[config.mk]
export PLATFORM = sky130hd
export DESIGN_NAME = exec_ctx_guard
export DESIGN_NICKNAME = d
export VERILOG_FILES = /design/src/rtl/ecg_pkg.sv /design/src/rtl/ecg_region_match.sv /design/src/rtl/ecg_ctx_track.sv /design/src/rtl/ecg_irq_trigger.sv /design/src/rtl/exec_ctx_guard.sv
export SDC_FILE = /design/constraint.sdc
export NUM_CORES = 1
export LEC_CHECK = 0
export ABC_AREA = 1
export ABC_CLOCK_PERIOD_IN_PS = 1800
export BUFFER_PORTS_ARGS = -buffer_cell sky130_fd_sc_hd__buf_2
export CORE_MARGIN = 2
export CORE_UTILIZATION = 25
export DETAILED_ROUTE_END_ITERATION = 6
export PLACE_DENSITY = 0.77
export SKIP_CTS_REPAIR_TIMING = 1
export SKIP_LAST_GASP = 1
export SYNTH_ARGS = -nofsm -noshare
export SYNTH_HDL_FRONTEND = slang
export SYNTH_SLANG_ARGS = --single-unit
[constraint.sdc]
create_clock -name clk -period 1.8 [get_ports clk]
set_input_delay 0.36 -clock clk [delete_from_list [all_inputs] [get_ports clk]]
set_output_delay 0.36 -clock clk [all_outputs]
set_load 0.02 [all_outputs]
[src/rtl/ecg_pkg.sv]
// Shared types for the execution-context guard.
// Assumes a single-issue core that reports handler entry and return as
// one-cycle strobes.
package ecg_pkg;

    typedef enum logic [1:0] {
        CTX_FW     = 2'd0,
        CTX_APP    = 2'd1,
        CTX_SYS_HI = 2'd2,
        CTX_SYS_LO = 2'd3
    } ctx_e;

endpackage

[src/rtl/ecg_region_match.sv]
// Compares an address against an aligned power-of-two window.
// Assumes BASE is aligned to 2**AW bytes; the low AW address bits are
// masked out of the comparison.
module ecg_region_match #(
    parameter int                ADDR_W = 32,
    parameter int                AW     = 12,
    parameter logic [ADDR_W-1:0] BASE   = '0
) (
    input  logic [ADDR_W-1:0] addr,
    output logic              hit
);
    localparam logic [ADDR_W-1:0] HI_MASK = ~((ADDR_W'(1) << AW) - ADDR_W'(1));

    // Match on the bits above the window size.
    always_comb begin
        hit = (((addr ^ BASE) & HI_MASK) == '0);
    end
endmodule

[src/rtl/ecg_ctx_track.sv]
// Holds the current execution context and the mode saved on handler entry.
// Assumes handlers do not nest: an entry strobe inside a handler is dropped.
// Priority within one cycle: entry, then return, then the fetch-driven switch.
module ecg_ctx_track
    import ecg_pkg::*;
(
    input  logic clk,
    input  logic rst_n,
    input  logic fetch_app,
    input  logic irq_enter,
    input  logic irq_hi_pend,
    input  logic irq_return,
    output ctx_e ctx
);
    logic saved_app;
    logic in_handler;

    // Flag the two handler contexts.
    always_comb begin
        in_handler = (ctx == CTX_SYS_HI) || (ctx == CTX_SYS_LO);
    end

    // Advance the context on entry, return or first application fetch.
    always_ff @(posedge clk) begin
        if (!rst_n) begin
            ctx       <= CTX_FW;
            saved_app <= 1'b0;
        end else if (irq_enter && !in_handler) begin
            saved_app <= (ctx == CTX_APP);
            ctx       <= irq_hi_pend ? CTX_SYS_HI : CTX_SYS_LO;
        end else if (irq_return && in_handler) begin
            ctx <= saved_app ? CTX_APP : CTX_FW;
        end else if (ctx == CTX_FW && fetch_app) begin
            ctx <= CTX_APP;
        end
    end
endmodule

[src/rtl/ecg_irq_trigger.sv]
// Turns stores to the syscall trigger words into one-cycle request pulses.
// Assumes at most one store per cycle per lane; lanes are independent.
module ecg_irq_trigger #(
    parameter int LANES = 2
) (
    input  logic             clk,
    input  logic             rst_n,
    input  logic [LANES-1:0] store_hit,
    output logic [LANES-1:0] req
);
    for (genvar g = 0; g < LANES; g++) begin : g_lane
        // Register each lane's trigger for a single-cycle pulse.
        always_ff @(posedge clk) begin
            if (!rst_n) req[g] <= 1'b0;
            else        req[g] <= store_hit[g];
        end
    end
endmodule

[src/rtl/exec_ctx_guard.sv]
// Gates the protected firmware RAM by execution context, decodes the
// syscall trigger stores and flags illegal firmware fetches from
// application code. Assumes the RAM returns read data in the same cycle
// as the select, and that fetch and data buses are observed every cycle.
module exec_ctx_guard
    import ecg_pkg::*;
#(
    parameter int                ADDR_W       = 32,
    parameter int                DATA_W       = 32,
    parameter logic [ADDR_W-1:0] PROT_BASE    = 32'hD000_0000,
    parameter int                PROT_AW      = 12,
    parameter logic [ADDR_W-1:0] APP_BASE     = 32'h4000_0000,
    parameter int                APP_AW       = 16,
    parameter logic [ADDR_W-1:0] FWSPACE_BASE = 32'h0000_0000,
    parameter int                FWSPACE_AW   = 16,
    parameter logic [ADDR_W-1:0] TRIG_HI_ADDR = 32'hE100_0000,
    parameter logic [ADDR_W-1:0] TRIG_LO_ADDR = 32'hE000_0000
) (
    input  logic              clk,
    input  logic              rst_n,
    input  logic              fetch_valid,
    input  logic [ADDR_W-1:0] fetch_addr,
    input  logic              bus_valid,
    input  logic              bus_write,
    input  logic [ADDR_W-1:0] bus_addr,
    input  logic [DATA_W-1:0] ram_rdata,
    input  logic              irq_enter,
    input  logic              irq_hi_pend,
    input  logic              irq_lo_pend,
    input  logic              irq_return,
    output logic              fw_ram_en,
    output logic              fw_ram_we,
    output logic [DATA_W-1:0] fw_rdata,
    output logic              fetch_trap,
    output logic              irq_hi_req,
    output logic              irq_lo_req,
    output logic [1:0]        ctx_state
);
    localparam int WORD_AW = $clog2(DATA_W / 8);
    localparam int N_TRIG  = 2;

    logic hit_prot, hit_app, hit_fws, hit_thi, hit_tlo;
    logic access_ok;
    logic [N_TRIG-1:0] trig_store, trig_req;
    ctx_e ctx;

    ecg_region_match #(.ADDR_W(ADDR_W), .AW(PROT_AW),    .BASE(PROT_BASE))
        u_m_prot (.addr(bus_addr),   .hit(hit_prot));
    ecg_region_match #(.ADDR_W(ADDR_W), .AW(APP_AW),     .BASE(APP_BASE))
        u_m_app  (.addr(fetch_addr), .hit(hit_app));
    ecg_region_match #(.ADDR_W(ADDR_W), .AW(FWSPACE_AW), .BASE(FWSPACE_BASE))
        u_m_fws  (.addr(fetch_addr), .hit(hit_fws));
    ecg_region_match #(.ADDR_W(ADDR_W), .AW(WORD_AW),    .BASE(TRIG_HI_ADDR))
        u_m_thi  (.addr(bus_addr),   .hit(hit_thi));
    ecg_region_match #(.ADDR_W(ADDR_W), .AW(WORD_AW),    .BASE(TRIG_LO_ADDR))
        u_m_tlo  (.addr(bus_addr),   .hit(hit_tlo));

    ecg_ctx_track u_ctx (
        .clk         (clk),
        .rst_n       (rst_n),
        .fetch_app   (fetch_valid && hit_app),
        .irq_enter   (irq_enter),
        .irq_hi_pend (irq_hi_pend),
        .irq_return  (irq_return),
        .ctx         (ctx)
    );

    // Lane 1 is the high-priority trigger, lane 0 the low-priority one.
    always_comb begin
        trig_store = {bus_valid && bus_write && hit_thi,
                      bus_valid && bus_write && hit_tlo};
    end

    ecg_irq_trigger #(.LANES(N_TRIG)) u_trig (
        .clk       (clk),
        .rst_n     (rst_n),
        .store_hit (trig_store),
        .req       (trig_req)
    );

    // Grant protected access in firmware and in the high syscall handler.
    always_comb begin
        access_ok = (ctx == CTX_FW) || (ctx == CTX_SYS_HI);
    end

    // Drive RAM strobes and the gated read path.
    always_comb begin
        fw_ram_en = bus_valid && hit_prot && access_ok;
        fw_ram_we = fw_ram_en && bus_write;
        fw_rdata  = fw_ram_en ? ram_rdata : '0;
    end

    // Flag firmware-space fetches from application code; export the state.
    always_comb begin
        fetch_trap = fetch_valid && hit_fws && (ctx == CTX_APP);
        irq_hi_req = trig_req[1];
        irq_lo_req = trig_req[0];
        ctx_state  = ctx;
    end

    // The low-priority pending bit only matters by its absence on entry.
    logic unused_lo;
    always_comb unused_lo = irq_lo_pend;
endmodule

* Word-level counts from Yosys, hierarchy flattened
Cells that the tools add are included.
** Storage, ports and cells
- Flip-flop bits (word level) :: 5
- Bits of input ports :: 105
- Output and inout bits :: 39
- Logic and storage cells :: 39
** Cells by class
- Eq/ne operators :: 3
- Multiplexer cells :: 6
- Bitwise gates (word level) :: 4
- Reduce and logical (&&, ||, !) cells :: 22
** Operator list (number)
- 32-bit logical NOT :: 5
- 32-bit two-way mux :: 1
- 1-bit logical AND :: 12
- 2-bit two-way mux :: 3
- 3-bit NOT :: 2
- 2-bit equality test, second input constant :: 2
- 4-bit NOT :: 1
- 3-bit nonzero test :: 1
- 2-bit by 1-bit equality test with 1-bit output, second input constant :: 1
- 2-bit logical NOT :: 1
- 1-bit logical OR :: 2
- 1-bit two-way mux :: 2
- 1-bit logical NOT :: 1
- 1-bit NOT :: 1

* Logic depth before layout (Yosys ltp)
- Depth after elaboration :: 7
- Gate-level depth with buffers :: 7
- Gate-level depth less buffers :: 7

* Hierarchy
A second synthesis with hierarchy kept.
** Second synthesis, totals
- Cell total of the unflattened synthesis :: 257
- Area, all modules :: 1132.3 um^2
** By module, submodules not included
- exec_ctx_guard :: times used 1, cells each 83, area an instance 372.9 um^2
- ecg_ctx_track :: times used 1, cells each 23, area an instance 143.9 um^2
- ecg_region_match at u_m_thi :: times used 1, cells each 32, area an instance 125.1 um^2
- ecg_region_match at u_m_tlo :: times used 1, cells each 31, area an instance 121.4 um^2
- ecg_region_match at u_m_app :: times used 1, cells each 30, area an instance 112.6 um^2
- ecg_region_match at u_m_fws :: times used 1, cells each 27, area an instance 103.8 um^2
- ecg_region_match at u_m_prot :: times used 1, cells each 25, area an instance 97.6 um^2
- ecg_irq_trigger :: times used 1, cells each 6, area an instance 55.1 um^2

* Worst setup path before layout
Ideal clock, no wire load.
- Kind :: input -> output
- Start point :: input bus_addr[21]
- End point :: output fw_rdata[13]
- Arrival :: 1.263 ns
- Setup slack :: 0.177 ns
- Stages :: 6
- Path buffers :: 1
- Cells stage by stage :: nor2_1 -> nand2_1 -> nor4_4 -> nand3_2 -> buf_6 -> nor2_2
** Between the ends
- Word-level cells in the longest chain between the ends :: 4
** Ends and longest elaborated chain
- start: declaration :: line exec_ctx_guard.sv:25 : input logic [ADDR_W-1:0] bus_addr,
- 32-bit logical NOT :: line ecg_region_match.sv:16 : hit = (((addr ^ BASE) & HI_MASK) == '0);
- 1-bit logical AND (2 in a row) :: line exec_ctx_guard.sv:88 : fw_ram_en = bus_valid && hit_prot && access_ok;
- 32-bit two-way mux :: line exec_ctx_guard.sv:90 : fw_rdata = fw_ram_en ? ram_rdata : '0;
- end: declaration :: line exec_ctx_guard.sv:33 : output logic [DATA_W-1:0] fw_rdata,
No other way between the ends.

* Final worst setup path
- Start point :: register u_ctx.ctx[0]
- End point :: output fw_rdata[31]
** Between the ends
- Word-level cells in the longest chain between the ends :: 4
** Ends and longest elaborated chain
- start: declaration :: line ecg_ctx_track.sv:13 : output ctx_e ctx
- start signal: assignment :: line ecg_ctx_track.sv:30 : ctx <= irq_hi_pend ? CTX_SYS_HI : CTX_SYS_LO;
- start signal: assignment :: line ecg_ctx_track.sv:32 : ctx <= saved_app ? CTX_APP : CTX_FW;
- 2-bit equality test or 2-bit logical NOT (tied branches) :: line exec_ctx_guard.sv:83 : access_ok = (ctx == CTX_FW) || (ctx == CTX_SYS_HI);
- 1-bit logical OR (*) :: line exec_ctx_guard.sv:83
- 1-bit logical AND (*) :: line exec_ctx_guard.sv:88
- 32-bit two-way mux (*) :: line exec_ctx_guard.sv:90
Mark *: on every way between the ends. The rest lies on a longest branch, timed or not.

==> summary.txt <==
first-pass detailed-route iteration total: 4
worst-path fanout max: 34
gr usage total: 0.134
Fill cells: 336
commonest register cell after synthesis: dfxtp_1
first-pass GRT wire length: 3810 um
Die X: 60.7 um
growth of design area from synthesis to finish: 86.5%
Yosys warning count: 0
Post-synth EDFFs: 0
# DRC: 0
GR Util met3: 0.0320
synthesized net count: 251
Post-Synthesis Cells: 146
clock root buffer: clkbuf_4
Worst Clk Skew: 0.00161 ns
Slew Limit Fails: 0
Antenna Nets Post-Route: 0
Worst Setup End Kind: primary output
most frequent cell after synthesis: inv_1
Synth Area per Inst: 5.51 um2
final critical-path required period: 1.82 ns
Placement Setup Slack: -0.0141 ns
top cells by count, synth: inv_1 (45), nor2_1 (28), nor2_2 (27)
Max-Cap Viols: 0
Cell variety after synth: 18
Hold Crit Class: in2reg
Iter 0 DRT Violations: 18
Congestion Overflow GR: 0
Synth Register Bits: 5
CTS HTree Levels: 1
initial cell density of the core: 0.264
Final HPWL DP: 2460 um
status: finished with violations
CTS tree: done
setup slack after layout: -0.0170 ns
# IOs: 144
met2 usage: 0.286
power per standard cell area: 279 nW/um2
sequential area share after synthesis: 0.124
layout cells sized above 1: 0.590
largest cells by area after synthesis: inv_1 (21%), nor2_2 (21%), nor2_1 (13%)
clock-pin slew on the worst setup and hold paths: 0.04 ns
Skew-Pair Late Insertion Delay: 0.24 ns
n_diodes: 0
endpoints failing hold: 0
WL/cell: 8.50 um
routed vias: 1243
final WL: 2700 um
WS Path Type: reg2out
vias in the first global route: 1017
period utilization: 1.01
unrepaired setup endpoints after global routing: yes
Worst Path Required: 1.44 ns
highest clock rate: 0.550 GHz
cell taking the most area after synthesis: inv_1
Final #Nets: 379
Core Region: 3050 um2
Total Power: 0.000419 W
mapped cell area: 805 um2
Die Y: 60.7 um
clock tree sinks: 5
met1 Use GR: 0.119
worst vdd ir: 0.265 mV
Most Crowded Layer GR: met2
CTS max path bufs: 2
worst-margin pin slew: 0.266 ns
asr flop ratio synth: 0
routability cong.: 0.699
Synth top area share: 0.210
failing checks: setup timing
crit path DAT: 1.46 ns
vias per cell: 3.92
die area: 3690 um2
initial antenna violation count: 0
worst relative slew slack: 0.821
IO buf count: 124
row cnt: 20
leakage power: 1.02 nW
CTS buffer count: 3
crit start category: flop
pin count of the biggest net entering global routing: 35
Finish-stage setup viols: 4
area by class of cell:
type | count | area (um2) | area share
inverters | 45 | 169 | 0.113
clock buffers | 4 | 26.3 | 0.0175
flip-flops and latches | 5 | 100 | 0.0667
repair buffers | 126 | 648 | 0.432
multi-input cells | 93 | 502 | 0.334
well taps | 44 | 55.1 | 0.0367
cell usage in the layout, fill, tap and decap left out:
cell type	synthesis	final
a211oi_1	1	1
a21oi_1	3	3
buf_12	0	1
buf_2	0	124
buf_4	0	1
clkbuf_1	0	1
clkbuf_4	0	3
dfxtp_1	5	5
inv_1	45	45
nand2_1	13	13
nand3_1	7	7
nand3_2	1	1
nand3b_1	2	2
nand4_1	2	2
nor2_1	28	28
nor2_2	27	27
nor2_4	2	2
nor3_1	2	2
nor4_1	2	2
nor4_2	1	1
nor4_4	1	1
o21ai_0	1	1
registers in the layout, summed over array words and instances (netlist names):
signal           count
u_trig.req           2
u_ctx.saved_app      1
u_ctx.ctx            2
metal layers:
metal / vias to the layer above / part of all wire / routed length [um]
li1: 675 / - / -
met1: 514 / 0.34 / 929
met2: 54 / 0.55 / 1470
met3: 0 / 0.11 / 294
met4: 0 / 0 / 0
met5: - / 0 / 0
worst paths after layout:
| kind | from | to | slack (ns) | cells past startpoint |
|---|---|---|---|---|
| worst max-delay path | u_ctx.ctx[0]$_SDFFE_PN0P_ | fw_rdata[31] | -0.02 | 5 |
| worst min-delay path | irq_hi_pend | u_ctx.ctx[0]$_SDFFE_PN0P_ | 0.38 | 4 |
| worst max register to register | u_ctx.ctx[1]$_SDFFE_PN0P_ | u_ctx.ctx[1]$_SDFFE_PN0P_ | 0.73 | 6 |
| worst min register to register | u_ctx.saved_app$_SDFFE_PN0P_ | u_ctx.saved_app$_SDFFE_PN0P_ | 0.54 | 2 |
through the flow:
step                      instance area (um2)  std cells  setup TNS [ns]  utilization  hold WS (ns)
after floorplan                           805        146               0            -         0.492
after global placement                   1470        313               0        0.483         0.524
after detailed placement                 1470        313         -0.0315        0.483         0.536
after CTS                                1500        317          -0.632        0.491         0.379
after global routing                     1500        317           -2.92        0.491         0.390
final                                    1500        317         -0.0332        0.491         0.382
critical path, cell delays in order, from the launching register on:
cell,delay (ns)
dfxtp_1,0.32
nor4_2,0.29
nand3_2,0.12
buf_12,0.20
nor2_1,0.10
buf_2,0.17
logic make-up (layout without fill, tap and decap cells):
| family | count (synthesis) | after routing | synth area share |
|---|---|---|---|
| AOI/OAI and AO/OA | 5 | 5 | 0.0342 |
| buffers and inverters | 48 | 175 | 0.252 |
| and+or+nand+nor | 88 | 88 | 0.589 |
| DFF | 5 | 5 | 0.124 |
where the power goes:
part	internal [W]	total [W]	switching, W
clock	0.0000840	0.000133	0.0000491
combinational	0.0000892	0.000164	0.0000743
sequential	0.000117	0.000122	0.00000534
(Power assumes the default switching activity.)
